$ cat src/rtl/blkcmd_pkg.sv
package blkcmd_pkg;
  typedef enum logic [1:0] {
    ST_IDLE = 2'd0,
    ST_PRE  = 2'd1,
    ST_DATA = 2'd2,
    ST_POST = 2'd3
  } seq_st_e;

  localparam logic OP_READ  = 1'b0;
  localparam logic OP_WRITE = 1'b1;

  localparam int ALIGN_BITS = 3;
endpackage

$ cat src/rtl/blkcmd_tracker.sv
module blkcmd_tracker #(
  parameter int MAX_OUTST  = 256,
  parameter int RD_CREDITS = 8
) (
  input  logic clk,
  input  logic rst,
  input  logic acc,
  input  logic acc_is_rd,
  input  logic cmd_done,
  input  logic credit_ret,
  output logic limit_hit,
  output logic busy
);
  localparam int OUT_W = $clog2(MAX_OUTST + 1);
  localparam int CR_W  = $clog2(RD_CREDITS + 1);

  logic [OUT_W-1:0] outst_q;
  logic [CR_W-1:0]  cred_q;
  logic             done_eff, take, ret_eff;

  assign done_eff  = cmd_done && (outst_q != '0);
  assign take      = acc && acc_is_rd;
  assign ret_eff   = credit_ret && ((cred_q != CR_W'(RD_CREDITS)) || take);
  assign limit_hit = (outst_q == OUT_W'(MAX_OUTST)) || (cred_q == '0);
  assign busy      = (outst_q != '0);

  always_ff @(posedge clk) begin
    if (rst) begin
      outst_q <= '0;
      cred_q  <= CR_W'(RD_CREDITS);
    end else begin
      outst_q <= outst_q + OUT_W'(acc) - OUT_W'(done_eff);
      cred_q  <= cred_q - CR_W'(take) + CR_W'(ret_eff);
    end
  end

  // acceptance never pushes past the queue limit
  p_queue_cap_r8: assert property (@(posedge clk) disable iff (rst)
    acc |-> (outst_q != OUT_W'(MAX_OUTST)));

  // a read is only accepted with a credit in hand
  p_credit_avail_r9: assert property (@(posedge clk) disable iff (rst)
    take |-> (cred_q != '0));

  // busy follows every acceptance
  p_busy_rise_r10: assert property (@(posedge clk) disable iff (rst)
    acc |=> busy);
endmodule

$ cat src/rtl/blkcmd_wbuf.sv
module blkcmd_wbuf #(
  parameter int DATA_W = 64
) (
  input  logic              clk,
  input  logic              rst,
  input  logic              load,
  input  logic [DATA_W-1:0] din,
  input  logic              wd_ready,
  output logic              wd_valid,
  output logic [DATA_W-1:0] wd_data,
  output logic              hold
);
  logic              vld_q;
  logic [DATA_W-1:0] dat_q;

  always_ff @(posedge clk) begin
    if (rst) vld_q <= 1'b0;
    else if (load) vld_q <= 1'b1;
    else if (wd_ready) vld_q <= 1'b0;
  end

  always_ff @(posedge clk) begin
    if (load) dat_q <= din;
  end

  assign wd_valid = vld_q;
  assign wd_data  = dat_q;
  assign hold     = vld_q && !wd_ready;

  // a beat waiting on the sink is not replaced
  p_beat_hold_r3: assert property (@(posedge clk) disable iff (rst)
    (vld_q && !wd_ready) |=> (vld_q && $stable(dat_q)));
endmodule

$ cat src/rtl/blkcmd_seq.sv
module blkcmd_seq import blkcmd_pkg::*; #(
  parameter int BEATS      = 512,
  parameter int PRE_STALL  = 9,
  parameter int POST_STALL = 1
) (
  input  logic       clk,
  input  logic       rst,
  input  logic       req_wr,
  input  logic       req_rd,
  input  logic       aligned,
  input  logic       slot_busy,
  input  logic       limit_hit,
  input  logic       wd_hold,
  output logic       stall,
  output logic       acc_cmd,
  output logic       acc_beat,
  output logic [1:0] err
);
  localparam int WIN_MAX = (PRE_STALL > POST_STALL) ? PRE_STALL : POST_STALL;
  localparam int WIN_W   = $clog2(WIN_MAX + 1);
  localparam int BEAT_W  = $clog2(BEATS);

  seq_st_e           st_q;
  logic [WIN_W-1:0]  win_q;
  logic [BEAT_W-1:0] beat_q;
  logic              is_wr_q;
  logic [1:0]        err_q;
  logic              in_idle, single, last_beat;

  always_comb begin
    in_idle = (st_q == ST_IDLE);
    unique case (st_q)
      ST_IDLE: stall = slot_busy || limit_hit;
      ST_DATA: stall = wd_hold;
      default: stall = 1'b1;
    endcase
    single    = req_wr ^ req_rd;
    acc_cmd   = in_idle && !stall && single && aligned;
    acc_beat  = req_wr && !req_rd && !stall &&
                ((in_idle && aligned) || (st_q == ST_DATA));
    last_beat = (st_q == ST_DATA) && acc_beat && (beat_q == BEAT_W'(BEATS - 1));
  end

  always_ff @(posedge clk) begin
    if (rst) begin
      st_q    <= ST_IDLE;
      win_q   <= '0;
      beat_q  <= '0;
      is_wr_q <= 1'b0;
      err_q   <= '0;
    end else begin
      if ((req_wr && req_rd) || (req_rd && st_q == ST_DATA)) err_q[0] <= 1'b1;
      if (in_idle && !stall && single && !aligned) err_q[1] <= 1'b1;
      unique case (st_q)
        ST_IDLE: if (acc_cmd) begin
          st_q    <= ST_PRE;
          win_q   <= WIN_W'(PRE_STALL - 1);
          is_wr_q <= req_wr;
          beat_q  <= BEAT_W'(1);
        end
        ST_PRE: begin
          if (win_q == '0) st_q <= is_wr_q ? ST_DATA : ST_IDLE;
          else win_q <= win_q - 1'b1;
        end
        ST_DATA: if (acc_beat) begin
          if (last_beat) begin
            st_q  <= ST_POST;
            win_q <= WIN_W'(POST_STALL - 1);
          end else begin
            beat_q <= beat_q + 1'b1;
          end
        end
        ST_POST: begin
          if (win_q == '0) st_q <= ST_IDLE;
          else win_q <= win_q - 1'b1;
        end
        default: st_q <= ST_IDLE;
      endcase
    end
  end

  assign err = err_q;

  // the cycle after an acceptance is always stalled
  p_pre_window_r4: assert property (@(posedge clk) disable iff (rst)
    $past(acc_cmd && !rst) |-> stall);

  // a strobe clash is flagged
  p_clash_flag_r7: assert property (@(posedge clk) disable iff (rst)
    (req_wr && req_rd) |=> err_q[0]);

  // the clash flag is sticky
  p_clash_sticky_r7: assert property (@(posedge clk) disable iff (rst)
    err_q[0] |=> err_q[0]);

  // the alignment flag is sticky
  p_align_sticky_r6: assert property (@(posedge clk) disable iff (rst)
    err_q[1] |=> err_q[1]);
endmodule

$ cat src/rtl/blkcmd_front.sv
module blkcmd_front import blkcmd_pkg::*; #(
  parameter int ADDR_W     = 48,
  parameter int DATA_W     = 64,
  parameter int BEATS      = 512,
  parameter int PRE_STALL  = 9,
  parameter int POST_STALL = 1,
  parameter int MAX_OUTST  = 256,
  parameter int RD_CREDITS = 8
) (
  input  logic              clk,
  input  logic              rst,
  input  logic              req_wr,
  input  logic              req_rd,
  input  logic [ADDR_W-1:0] req_addr,
  input  logic [DATA_W-1:0] wr_data,
  output logic              stall,
  output logic              busy,
  output logic [1:0]        proto_err,
  output logic              cmd_valid,
  input  logic              cmd_ready,
  output logic              cmd_is_write,
  output logic [ADDR_W-1:0] cmd_addr,
  output logic              wd_valid,
  input  logic              wd_ready,
  output logic [DATA_W-1:0] wd_data,
  input  logic              cmd_done,
  input  logic              credit_ret
);
  logic              aligned, acc_cmd, acc_beat, limit_hit, wd_hold;
  logic              cv_q, cw_q;
  logic [ADDR_W-1:0] ca_q;

  assign aligned = (req_addr[ALIGN_BITS-1:0] == '0);

  blkcmd_seq #(.BEATS(BEATS), .PRE_STALL(PRE_STALL), .POST_STALL(POST_STALL)) u_seq (
    .clk(clk), .rst(rst), .req_wr(req_wr), .req_rd(req_rd), .aligned(aligned),
    .slot_busy(cv_q || wd_valid), .limit_hit(limit_hit), .wd_hold(wd_hold),
    .stall(stall), .acc_cmd(acc_cmd), .acc_beat(acc_beat), .err(proto_err));

  blkcmd_tracker #(.MAX_OUTST(MAX_OUTST), .RD_CREDITS(RD_CREDITS)) u_trk (
    .clk(clk), .rst(rst), .acc(acc_cmd), .acc_is_rd(req_rd), .cmd_done(cmd_done),
    .credit_ret(credit_ret), .limit_hit(limit_hit), .busy(busy));

  blkcmd_wbuf #(.DATA_W(DATA_W)) u_wbuf (
    .clk(clk), .rst(rst), .load(acc_beat), .din(wr_data), .wd_ready(wd_ready),
    .wd_valid(wd_valid), .wd_data(wd_data), .hold(wd_hold));

  always_ff @(posedge clk) begin
    if (rst) cv_q <= 1'b0;
    else if (acc_cmd) cv_q <= 1'b1;
    else if (cmd_ready) cv_q <= 1'b0;
  end

  always_ff @(posedge clk) begin
    if (acc_cmd) begin
      ca_q <= req_addr;
      cw_q <= req_wr ? OP_WRITE : OP_READ;
    end
  end

  assign cmd_valid    = cv_q;
  assign cmd_is_write = cw_q;
  assign cmd_addr     = ca_q;

  // descriptor appears with the request's opcode and address
  p_desc_load_r1: assert property (@(posedge clk) disable iff (rst)
    acc_cmd |=> (cmd_valid && cmd_addr == $past(req_addr) && cmd_is_write == $past(req_wr)));

  // only aligned addresses are accepted
  p_align_only_r6: assert property (@(posedge clk) disable iff (rst)
    acc_cmd |-> (req_addr[ALIGN_BITS-1:0] == '0));

  // a waiting descriptor is held
  p_desc_hold_r1: assert property (@(posedge clk) disable iff (rst)
    (cmd_valid && !cmd_ready) |=> (cmd_valid && $stable(cmd_addr)));
endmodule

$ cat config.mk
export PLATFORM = sky130hd
export DESIGN_NAME = blkcmd_front
export DESIGN_NICKNAME = d
export VERILOG_FILES = /design/src/rtl/blkcmd_pkg.sv /design/src/rtl/blkcmd_tracker.sv /design/src/rtl/blkcmd_wbuf.sv /design/src/rtl/blkcmd_seq.sv /design/src/rtl/blkcmd_front.sv
export SDC_FILE = /design/constraint.sdc
export NUM_CORES = 1
export LEC_CHECK = 0
export ABC_CLOCK_PERIOD_IN_PS = 15090
export BUFFER_PORTS_ARGS = -buffer_cell sky130_fd_sc_hd__buf_2
export CAP_MARGIN = 20
export CORE_ASPECT_RATIO = 0.8
export CORE_UTILIZATION = 45
export CTS_CLUSTER_SIZE = 24
export DETAILED_ROUTE_END_ITERATION = 6
export PLACE_DENSITY = 0.76
export SETUP_SLACK_MARGIN = 0.3
export SYNTH_ARGS = -nofsm -noshare
export SYNTH_HDL_FRONTEND = slang
export SYNTH_HIERARCHICAL = 1
export SYNTH_SLANG_ARGS = --single-unit
$ cat constraint.sdc
create_clock -name clk -period 15.09 [get_ports clk]
set_input_delay 3.018 -clock clk [delete_from_list [all_inputs] [get_ports clk]]
set_output_delay 3.018 -clock clk [all_outputs]
set_load 0.005 [all_outputs]
[After elaboration in Yosys (flattened, before gate mapping)]
Index checks and enable logic that the tools add are counted.
Operators by class
  add/sub/neg operators: 6
  multipliers: 0
  divide/modulo/power cells: 0
  magnitude comparators: 0
  equal/unequal tests: 13
  shifts and indexed selects: 0
  mux-type cells: 22
  bitwise gates (word level): 1
  reduce and logical (&&, ||, !) cells: 39
Operators with widths (count)
  $mux W9: 3
  $eq A9 B9 Y1 const B: 2
  $pmux W9 S2: 1
  $logic_and A1 B1 Y1: 16
  $mux W4: 4
  $mux W2: 6
  $pmux W4 S3: 1
  $add A9 B1 Y9: 1
  $add A9 B1 Y9 const B: 1
  $reduce_bool A9 Y1: 1
  $sub A9 B1 Y9: 1
  $logic_not A4 Y1: 2
  $ne A2 B1 Y1 const B: 4
  $pmux W2 S4: 1
  $reduce_and A4 Y1: 2
  $logic_or A1 B1 Y1: 6
  $ne A2 B2 Y1 const B: 3
  $reduce_bool A2 Y1: 3
  $mux W1: 5
  $reduce_and A5 Y1: 1
  $add A4 B1 Y4: 1
  $eq A2 B2 Y1 const B: 2
  $logic_not A1 Y1: 4
  $ne A4 B4 Y1 const B: 1
  other kinds (9): 9
Word-level totals
  register bits after elaboration: 146
  latch bits: 0
  bits in writable memories: 0
  ROM bits: 0
  output and inout port bits: 119
  memories kept: 0

[Longest topological paths before layout]
  word-level depth: 12
  depth in mapped cells: 15
  depth with buffers taken out: 15

[By module]
The synthesis kept the hierarchy.
By module, submodules not included
  blkcmd_wbuf: instances 1, cells an instance 67, area each 1965.6 um^2, seq. area each 1941.9 um^2
  blkcmd_front: instances 1, cells an instance 55, area each 1521.5 um^2, seq. area each 1491.4 um^2
  blkcmd_seq: instances 1, cells an instance 117, area each 1011.0 um^2, seq. area each 360.3 um^2
  blkcmd_tracker: instances 1, cells an instance 118, area each 1006.0 um^2, seq. area each 260.2 um^2

[Worst setup path after synthesis]
Ideal clock, no wire load.
  path type: in2reg
  start: in req_addr[1]
  end: reg u_wbuf.dat_q[0] (netlist: u_wbuf/wd_data[0]) (enable)
  arrival time: 10.021 ns
  data required time: 14.420 ns
  setup slack: 4.398 ns
  cell stages on the path: 3
  buffers on the path: 0
  cells stage by stage: nor3_1 -> nor2_1 -> nor4b_1
On the way
  longest elaborated chain between the ends: 4
RTL lines
  start: declaration: line blkcmd_front.sv:14  | input logic [ADDR_W-1:0] req_addr,
  $logic_not A3 Y1: line blkcmd_front.sv:33  | assign aligned = (req_addr[ALIGN_BITS-1:0] == '0);
  $logic_and A1 B1 Y1: line blkcmd_seq.sv:40  | ((in_idle && aligned) || (st_q == ST_DATA));
  $logic_or A1 B1 Y1: line blkcmd_seq.sv:40
  $logic_and A1 B1 Y1: line blkcmd_seq.sv:39  | acc_beat = req_wr && !req_rd && !stall &&
  net acc_beat: line blkcmd_front.sv:29  | logic aligned, acc_cmd, acc_beat, limit_hit, wd_hold;
  end signal: assignment: line blkcmd_wbuf.sv:23  | if (load) dat_q <= din;
  end: declaration: line blkcmd_wbuf.sv:14  | logic [DATA_W-1:0] dat_q;
The timed path passes the listed nets, and every way through them passes these cells.
A chain may end at the register's enable or synchronous reset.

[Final worst setup path]
  start: in wd_ready
  end: out stall
On the way
  longest elaborated chain between the ends: 3
RTL lines
  start: declaration: line blkcmd_front.sv:24  | input logic wd_ready,
  $logic_not A1 Y1: line blkcmd_wbuf.sv:28  | assign hold = vld_q && !wd_ready;
  $logic_and A1 B1 Y1: line blkcmd_wbuf.sv:28
  net wd_hold: line blkcmd_front.sv:29
  $pmux W1 S2: line blkcmd_seq.sv:32  | unique case (st_q)
  end: declaration: line blkcmd_front.sv:16  | output logic stall,
The timed path passes the listed nets, and every way through them passes these cells.

==> results.json <==
{
  "status": "finished, violations left",
  "failed_checks": "DRC",
  "synth-main-ff-cell": "edfxtp_1",
  "grt_max_degree": 48,
  "drv_cap": 0,
  "clock-root-buffer": "clkbuf_16",
  "cts-buffers-inserted": 17,
  "clkTransAtPathRegs_ps": 60,
  "path_max_fanout": 4,
  "powerDensity_nw_per_um2": 147,
  "via_per_inst": 5.09,
  "clock_latency_ps": 420,
  "die_w_um": 126,
  "hpwl_um": 10800,
  "avgSynthCellArea_um2": 15.4,
  "hp-class": "flip-flop to flip-flop",
  "r2r-start": "u_trk/outst_q[6]",
  "rows": 35,
  "drive_gt1_share_pct": 46.2,
  "crit_path_start_kind": "input port",
  "post-route-min-period_ps": 6930,
  "syn-instance-count": 357,
  "nNetsFinal": 755,
  "layout_common_cells": "buf_2, edfxtp_1, dfxtp_1",
  "grt_pass1_vias": 3703,
  "synth_top_area_share_pct": 61.7,
  "grt_overflow_total": 0,
  "grt_util_all_layers_pct": 22.6,
  "core_area_um2": 11700,
  "syn_nets": 501,
  "cts_hold_buf": 0,
  "clockBufferDepth": 2,
  "cp.arrival_ps": 3910,
  "regArea_um2": 4050,
  "multi_input_area_um2": 1310,
  "synthTopCellsByArea": "edfxtp_1, dfxtp_1, ha_1, inv_1, nor2_1",
  "rsz0062_at_grt": "no",
  "async_flop_share_pct": 0,
  "critPathKind": "input port to output pin",
  "finalMaxSlewViolations": 0,
  "yosys_warnings": 6,
  "worstHoldStart": "u_seq/beat_q[8]",
  "yosys.area.top_type": "edfxtp_1",
  "synth-seq-area-share_pct": 73.7,
  "io_pins": 239,
  "post_cts_buffers": 0,
  "worstSetupEndpointType": "output pin",
  "mostFrequentLayoutCell": "buf_2",
  "synth.distinct_cells": 58,
  "r2r.worst_path.cells": 15,
  "p_leak_uw": 0.00317,
  "dieArea_um2": 12700,
  "cp_data_required_time_ps": 12070,
  "endpoint": "stall",
  "rrSetupSlack_ps": 10760,
  "wl_um": 14300,
  "tightest_slew_ps": 639,
  "fillers": 874,
  "via_count": 3932,
  "place_congestion": 0.794,
  "period_share_pct": 45.9,
  "slew-limit-headroom_pct": 57.4,
  "htreeDepth": 4,
  "post_cts_resized": 0,
  "antenna_cells": 0,
  "finalInstanceArea_um2": 7450,
  "achievable-frequency_mhz": 144,
  "ys_ff_latch": 146,
  "start_util_pct": 47.1,
  "placed_area_um2": 6860,
  "syn_area_um2": 5500,
  "cts_tree": "built",
  "regToRegEndpoint": "u_trk/outst_q[6]",
  "grt_pass1_wl_um": 20700,
  "drt-initial-drc-count": 322,
  "finalClockSkew_ps": 15.2,
  "placement.io_buffers": 238,
  "drc": 18,
  "finalHoldViolCount": 0,
  "cts.sink_count": 146,
  "antenna_found_initial": 0,
  "dr.pass1.iters": 7,
  "setup_viol": 0,
  "ant_nets": 0,
  "setup_tns_ps": 0,
  "peakVddDrop_uv": 84.5,
  "die_y_um": 101,
  "wl_per_cell_um": 18.5,
  "synth_edf_count": 113,
  "critPathLaunch": "wd_ready",
  "area_delta_synth_final_pct": 35.4
}
==> logic make-up after synthesis <==
logic type / Yosys count / synth area share, %
DFF: 146 / 73.7
and+or+nand+nor: 94 / 9.55
AOI/OAI and AO/OA: 49 / 6.62
buffers and inverters: 34 / 2.73
adders and majority gates: 24 / 5.73
xor gates and xnor gates: 6 / 0.955
muxes: 4 / 0.773
==> final cells by class <==
type	count	share of cell area [%]
clock inverter	15	2.17
tap	148	2.49
multi-input combinational	177	17.5
clock buffer	17	5.71
sequential	146	54.4
inverter	28	1.41
timing repair buffer	241	16.3
==> cell usage after synthesis, drive strengths merged (2+ instances only) <==
library cell / count
a2111o: 4
a211oi: 5
a21o: 4
a21oi: 13
a31oi: 2
and2: 2
and4: 2
buf: 3
clkbuf: 3
dfxtp: 33
edfxtp: 113
fa: 2
ha: 22
inv: 28
mux2: 2
mux2i: 2
nand2: 20
nand2b: 6
nand3: 7
nand4: 4
nor2: 24
nor2b: 6
nor3: 6
nor4: 2
nor4b: 2
o2111ai: 4
o211a: 2
o21ai: 4
o21bai: 2
o31ai: 2
o41ai: 2
or2: 3
or2b: 2
or3: 2
or4: 2
xnor2: 4
xor2: 2
==> metrics by stage <==
step / cells / power (uW) / util, % / setup WS [ps] / hold slack, ps
floorplan: 357 / 625 / - / 4400 / 437
global placement: 740 / 676 / 58.7 / 8330 / 451
detailed placement: 740 / 686 / 58.7 / 8300 / 461
CTS: 772 / 1100 / 63.7 / 8150 / 489
global route: 772 / 1140 / 63.7 / 8130 / 516
finish: 772 / 1100 / 63.7 / 8160 / 491
==> metal layers <==
metal	part of all wire (%)	GRT usage, %
met5	0	0
met4	1.3	8.35
met3	9.3	8.01
met2	50	36.4
met1	40	28.2
==> worst min path at each step <==
stage	end	slack, ps	depth (start not counted)
global placement	u_seq/err[1]	450	2
detailed placement	u_seq/err[1]	460	2
global route	u_seq/beat_q[8]	520	2
CTS	u_seq/is_wr_q	490	2
finish	u_seq/beat_q[8]	490	2
floorplan	u_seq/is_wr_q	440	2
==> where the power goes <==
| part | internal [uW] | switching (uW) |
|---|---|---|
| Combinational | 98.9 | 111 |
| Sequential | 458 | 12.8 |
| Clock | 235 | 179 |
==> state kept, by name, summed over array words and instances (netlist names), named ones only <==
| signal | count |
|---|---|
| cmd_addr | 48 |
| cmd_valid | 1 |
| u_wbuf/wd_valid | 1 |
| u_trk/cred_q | 4 |
| cmd_is_write | 1 |
| u_trk/outst_q | 9 |
| u_wbuf/wd_data | 64 |
| u_seq/err | 2 |
| u_seq/beat_q | 9 |
| u_seq/win_q | 4 |
| u_seq/is_wr_q | 1 |
| u_seq/st_q | 1 |
==> critical path: stages <==
cell	delay (ps)
buf_2	110
nor2b_4	130
nor2_1	60
o21ai_0	380
buf_2	200
No activity file was read; power rests on OpenSTA's default activity.
